**src/rtl/polled_word_tx.sv**
```systemverilog
module polled_word_tx #(
  parameter int DIV_MIN = 2,
  parameter int TAP_W   = 2
) (
  input  logic             clk,
  input  logic             rst_n,
  input  logic [TAP_W-1:0] tap_sel,
  input  logic             sync_mode,
  input  logic             conv_valid,
  input  logic [15:0]      conv_word,
  input  logic             rxd,
  output logic             txd,
  output logic             armed,
  output logic             sclk,
  output logic             sdo,
  output logic             sload
);
  localparam int CW = DIV_MIN + (1 << TAP_W) - 1;

  typedef enum logic [1:0] {S_IDLE, S_ARMED, S_SEND, S_LOAD} st_t;
  st_t st;

  logic [CW-1:0] mask, bcnt, rcnt;
  logic [15:0]   word;
  logic          mode_r;
  logic [4:0]    idx;
  logic [2:0]    rxq;
  logic          rx_on;
  logic [3:0]    ridx;
  logic [7:0]    rsh;
  logic [19:0]   frame;
  logic          bit_end, rx_smp, rxi, rx_poll, last_bit;

  assign mask     = CW'((64'd1 << (DIV_MIN + 32'(tap_sel))) - 64'd1);
  assign bit_end  = (bcnt & mask) == mask;
  assign rxi      = rxq[1];
  assign rx_smp   = rx_on && ((rcnt & mask) == (mask >> 1));
  assign rx_poll  = rx_smp && ridx == 4'd9 && rxi && rsh == 8'd0;
  assign frame    = {1'b1, word[7:0], 1'b0, 1'b1, word[15:8], 1'b0};
  assign last_bit = mode_r ? (idx == 5'd15) : (idx == 5'd19);

  assign txd   = (st == S_SEND && !mode_r) ? frame[idx] : 1'b1;
  assign sclk  = st == S_SEND && mode_r && bit_end;
  assign sdo   = st == S_SEND && mode_r && word[4'd15 - idx[3:0]];
  assign sload = st == S_LOAD;
  assign armed = st == S_ARMED || (st == S_SEND && (mode_r || idx < 5'd10));

  always_ff @(posedge clk) begin
    if (!rst_n) begin
      rxq   <= 3'b111;
      rx_on <= 1'b0;
      ridx  <= '0;
      rsh   <= '0;
      rcnt  <= '0;
    end else begin
      rxq <= {rxq[1:0], rxd};
      if (!rx_on) begin
        if (rxq[2] && !rxq[1]) begin
          rx_on <= 1'b1;
          ridx  <= '0;
          rcnt  <= '0;
        end
      end else begin
        rcnt <= rcnt + 1'b1;
        if (rx_smp) begin
          ridx <= ridx + 4'd1;
          if (ridx == 4'd0) begin
            if (rxi) rx_on <= 1'b0;
          end else if (ridx == 4'd9) begin
            rx_on <= 1'b0;
          end else begin
            rsh <= {rxi, rsh[7:1]};
          end
        end
      end
    end
  end

  always_ff @(posedge clk) begin
    if (!rst_n) begin
      st     <= S_IDLE;
      word   <= '0;
      mode_r <= 1'b0;
      idx    <= '0;
      bcnt   <= '0;
    end else begin
      case (st)
        S_IDLE:  if (rx_poll) st <= S_ARMED;
        S_ARMED: if (conv_valid) begin
          word   <= conv_word;
          mode_r <= sync_mode;
          idx    <= '0;
          bcnt   <= '0;
          st     <= S_SEND;
        end
        S_SEND: begin
          bcnt <= bcnt + 1'b1;
          if (bit_end) begin
            if (last_bit) st <= mode_r ? S_LOAD : S_IDLE;
            else idx <= idx + 5'd1;
          end
        end
        default: st <= S_IDLE;
      endcase
    end
  end


  word_hold_chk: assert property (@(posedge clk) disable iff (!rst_n)
    (st == S_SEND && $past(st == S_SEND)) |-> $stable(word));


  load_follows_shift_chk: assert property (@(posedge clk) disable iff (!rst_n)
    sload |-> $past(sclk));


  line_quiet_in_sync_chk: assert property (@(posedge clk) disable iff (!rst_n)
    (st == S_SEND && mode_r) |-> txd);


  flag_drop_point_chk: assert property (@(posedge clk) disable iff (!rst_n)
    ($fell(armed) && !mode_r) |-> (st == S_SEND && idx == 5'd10));


  busy_poll_ignored_chk: assert property (@(posedge clk) disable iff (!rst_n)
    (st == S_SEND && rx_poll) |=> st != S_ARMED);


  idle_poll_arms_chk: assert property (@(posedge clk) disable iff (!rst_n)
    (st == S_IDLE && rx_poll) |=> armed);


  strobe_exclusive_chk: assert property (@(posedge clk) disable iff (!rst_n)
    !(sclk && sload));
endmodule

```
**config.mk**
```make
export PLATFORM = sky130hd
export DESIGN_NAME = polled_word_tx
export DESIGN_NICKNAME = d
export VERILOG_FILES = /design/src/rtl/polled_word_tx.sv
export SDC_FILE = /design/constraint.sdc
export NUM_CORES = 1
export LEC_CHECK = 0
export BUFFER_PORTS_ARGS = -buffer_cell sky130_fd_sc_hd__buf_2
export CAP_MARGIN = 25
export CELL_PAD_IN_SITES_DETAIL_PLACEMENT = 0
export CELL_PAD_IN_SITES_GLOBAL_PLACEMENT = 1
export CORE_UTILIZATION = 40
export CTS_CLUSTER_SIZE = 12
export DETAILED_ROUTE_END_ITERATION = 8
export PLACE_DENSITY_LB_ADDON = 0.1
export SLEW_MARGIN = 10
export SYNTH_ARGS = -nofsm -noshare
export SYNTH_HDL_FRONTEND = slang
export SYNTH_SLANG_ARGS = --single-unit
```
**constraint.sdc**
```tcl
create_clock -name clk -period 2.37 [get_ports clk]
set_input_delay 0.237 -clock clk [delete_from_list [all_inputs] [get_ports clk]]
set_output_delay 0.237 -clock clk [all_outputs]
set_load 0.05 [all_outputs]
```
==> reports/summary.log <==
qor: layout.drive_above_1_share 19.56%
qor: synthesis.synthesis.area_per_instance 8.706 sq um
qor: synthesis.post_synth_xor_area_fraction 1.740%
qor: synthesis.yosysWarnings 0
qor: route.drtIter0Drc 84
qor: route.detail_route.wl_per_cell 13.56 um
qor: sta.setup_repair_after_global_routing_missed_its_margin no
qor: synthesis.synth_sequential_area_ratio 39.78%
qor: route.route.vias.total 2058
qor: outcome.result_of_the_run finished clean
qor: synthesis.post_synth_fa_ha_maj_area_fraction 2.984%
qor: pwr.powerDensity 500.0 nW/um^2
qor: synthesis.yosysMostFrequentCell sky130_fd_sc_hd__nand2_1
qor: sta.finalSetupTns 0 ps
qor: place.port-buffer-count 27
qor: synthesis.netlist-cell-type-count 48
qor: clock_network.clock-root-buffer sky130_fd_sc_hd__clkbuf_8
qor: layout.final_nets 345
qor: sta.max_clock_freq 434.6 MHz
qor: sta.number_of_pins_exceeding_their_max_slew_limit_in_the_final_report 0
qor: clock_network.tritoncts yes
qor: floorplan.die_area 6611 sq um
qor: global_routing.groute.usage.overall 17.70%
qor: sta.post-route-period-util 97.08%
qor: synthesis.synthTopCellsByCount sky130_fd_sc_hd__nand2_1, sky130_fd_sc_hd__dfxtp_1, sky130_fd_sc_hd__a21boi_0, sky130_fd_sc_hd__nor2_1, sky130_fd_sc_hd__o21ai_0
qor: layout.multi_input_area 1421 sq um
qor: floorplan.num_rows 28
qor: synthesis.async_reset_ff_share 0%
qor: sta.worstMarginPinSlew 495.1 ps
qor: clock_network.h-tree-depth 2
qor: setup_path.ff2ff_setup_slack 400 ps
qor: layout.sequential_cell_area 1006 sq um
qor: synthesis.synth.ff_latch_count 50
qor: route.drcViolationCount 0
qor: synthesis.synth.net_count 318
qor: layout.postLayoutCoreUtil 47.60%
qor: pwr.power.static_leakage 1.032 nW
qor: clock_network.cts_buffers 5
qor: synthesis.netlist_instances 289
qor: clock_network.worstSkewPairLatency 300 ps
qor: setup_path.cp_slowest_cell sky130_fd_sc_hd__mux4_2
qor: clock_network.max-clock-path-buffers 2
qor: setup_path.cp_data_arrival_time 2060 ps
qor: place.dpl_cell_area 2749 sq um
qor: synthesis.syn_area 2516 sq um
qor: synthesis.synth_enable_flop_cells 0
qor: setup_path.critPathMaxStageDelay 500 ps
qor: global_routing.grt_pass1_wl 8956 um
qor: setup_path.startpoint idx[0]
qor: floorplan.io_pins 28
qor: setup_path.cp_max_fo 8
qor: layout.stdcell_area 2851 sq um
qor: pwr.max-vdd-ir-drop 0.2720 mV
qor: clock_network.worst_setup_hold_path_clk_slew 90 ps
qor: global_routing.number_of_antenna_violations_at_the_first_check_in_global_routing 0
qor: sta.hold_viol_final 0
qor: synthesis.compound_gate_portion_of_the_synthesized_area 15.56%
qor: clock_network.clock_sinks 50
qor: route.routed_wl 5317 um
qor: setup_path.critical_path_class reg -> out
qor: floorplan.dieHeight 81.31 um
qor: place.place_congestion 0.8027
qor: clock_network.cts_setup_buffers 0
qor: global_routing.grt_pass1_vias 1875
qor: setup_path.worstSetupEndpointType output pin
qor: setup_path.worstPathRequired 2130 ps
qor: synthesis.synth_top_family_by_area simple AND/OR/NAND/NOR gates
qor: min_path.hold_class in -> reg
qor: floorplan.core_region_area 5991 sq um
qor: synthesis.dominantRegCellSynth sky130_fd_sc_hd__dfxtp_1
qor: setup_path.critPathCapture sdo
qor: sta.setup_viol 0
qor: layout.n_fill_cell 599
qor: clock_network.cts_hold_repair.buffers 0
qor: synthesis.netlist.area_leader.share 39.78%
qor: layout.area_growth_syn_to_layout 13.33%
qor: route.detail_route.vias_per_cell 5.250
qor: sta.worst_case_clock_skew 3.316 ps
qor: global_routing.grt_start_max_net_pins 25
qor: sta.slew_headroom 66.53%
qor: global_routing.final_global_route_overflow_total 0
qor: place.detailedPlacementHpwl 3958 um
qor: setup_path.cell_by_cell_listing_of_the_critical_path mux4_2 > mux4_2 > and3_1 > buf_4
qor: route.drt.antenna.violating_nets 0
qor: floorplan.floorplan.initialDensity 42.00%
qor: synthesis.muxShareOfSynthArea 11.54%
qor: floorplan.die-width 81.31 um
qor: synthesis.synth_simple_gate_area_share 24.37%
qor: setup_path.path_common_cell sky130_fd_sc_hd__mux4_2
qor: layout.insertedDiodeCount 0
qor: setup_path.worst-r2r-cell-count 6
qor: setup_path.regToRegStartpoint idx[1]
qor: setup_path.setup.worst_path.start_class register
qor: route.number_of_detailed_route_iterations_in_the_first_pass 4
qor: synthesis.post_synth_main_area_contributors sky130_fd_sc_hd__dfxtp_1, sky130_fd_sc_hd__nand2_1, sky130_fd_sc_hd__mux4_2, sky130_fd_sc_hd__a21boi_0, sky130_fd_sc_hd__mux2i_1
qor: setup_path.timing.rr.end idx[3]
qor: synthesis.synth_area_leader_cell sky130_fd_sc_hd__dfxtp_1
qor: sta.finalCriticalPeriod 2301 ps
qor: flow_run.maxCapViolations 0
## worst min-delay path by stage
stage          slack [ps]     end  startpoint  cells past startpoint
2_1_floorplan         340  rxq[0]         rxd                      1
3_3_place_gp          400  rxq[1]      rxq[0]                      1
3_5_place_dp          400  rxq[1]      rxq[0]                      1
4_1_cts               100  rxq[0]         rxd                      2
5_1_grt               100  rxq[0]         rxd                      2
6_report              110  rxq[0]         rxd                      2
## through the flow
| step | hold slack [ps] | cells | total power, mW | setup WS, ps |
|---|---|---|---|---|
| after floorplan | 338.5 | 289 | 0.8979 | 180.4 |
| after global placement | 403.2 | 384 | 0.9271 | 221.5 |
| after detailed placement | 403.8 | 384 | 0.9267 | 201.7 |
| after CTS | 102.7 | 392 | 1.443 | 35.69 |
| after global routing | 104.2 | 392 | 1.487 | 7.869 |
| final | 107.5 | 392 | 1.426 | 69.17 |
## cell families (layout without fill, tap and decap cells)
| family | Yosys count | in the layout |
|---|---|---|
| AO/OA/AOI/OAI | 59 | 59 |
| multiplexers | 20 | 20 |
| XOR/XNOR | 5 | 5 |
| adder cells (fa/ha/maj) | 6 | 6 |
| AND/OR/NAND/NOR | 125 | 125 |
| buffers and inverters | 24 | 52 |
| flip-flops | 50 | 50 |
## placed cells by master, fill, tap and decap left out, drive strengths merged, types with 2 or more instances in the layout
cell type | synthesis | final
a211oi | 2 | 2
a21boi | 19 | 19
a21oi | 9 | 9
a311oi | 2 | 2
a41o | 2 | 2
and2 | 4 | 4
and3 | 3 | 3
buf | 7 | 36
clkbuf | 9 | 6
dfxtp | 50 | 50
ha | 6 | 6
inv | 8 | 8
mux2 | 2 | 2
mux2i | 11 | 11
mux4 | 7 | 7
nand2 | 57 | 57
nand2b | 4 | 4
nand3 | 10 | 10
nand3b | 2 | 2
nand4 | 7 | 7
nor2 | 20 | 20
nor2b | 2 | 2
nor3b | 2 | 2
nor4 | 3 | 3
o21a | 4 | 4
o21ai | 15 | 15
o31ai | 2 | 2
or3 | 2 | 2
or4b | 2 | 2
xor2 | 4 | 4
## worst max-delay path, delay by kind of cell (launching register included)
family | cells | cell delay, ps
mux | 2 | 970
buf+inv | 1 | 180
simple gates | 1 | 200
flops | 1 | 420
## registers in the layout (all words and copies together), names as in the netlist
name and flops:
word 16, rsh 8, bcnt 5, idx 5
rcnt 5, ridx 4, rxq 3, st 2
mode_r 1, rx_on 1
## final cells by class
cell class	count	area share [%]
clock inverters	2	0.4388
repair buffers	36	7.196
well taps	75	3.291
inverters	8	1.053
clock buffers	6	2.896
flip-flops and latches	50	35.28
multi-input cells	215	49.85
## report_power, final
group | internal, mW | switching, mW | leakage (nW)
logic | 0.0275 | 0.0309 | 0.580
registers | 0.842 | 0.00416 | 0.405
clock network | 0.235 | 0.286 | 0.0472
## layer usage
| metal | track usage (%) | wire length, um | up-vias |
|---|---|---|---|
| met5 | 0 | 0 | - |
| met4 | 5.536 | 87 | 0 |
| met3 | 3.708 | 196 | 9 |
| met2 | 26.17 | 2242 | 39 |
| met1 | 25.43 | 2791 | 933 |
| li1 | - | - | 1077 |
## what timing repair did
action	4_1_cts	5_1_grt
setup endpoints to repair	2	1
pin swaps	0	0
resized for setup	3	2
(Power assumes the default switching activity.)
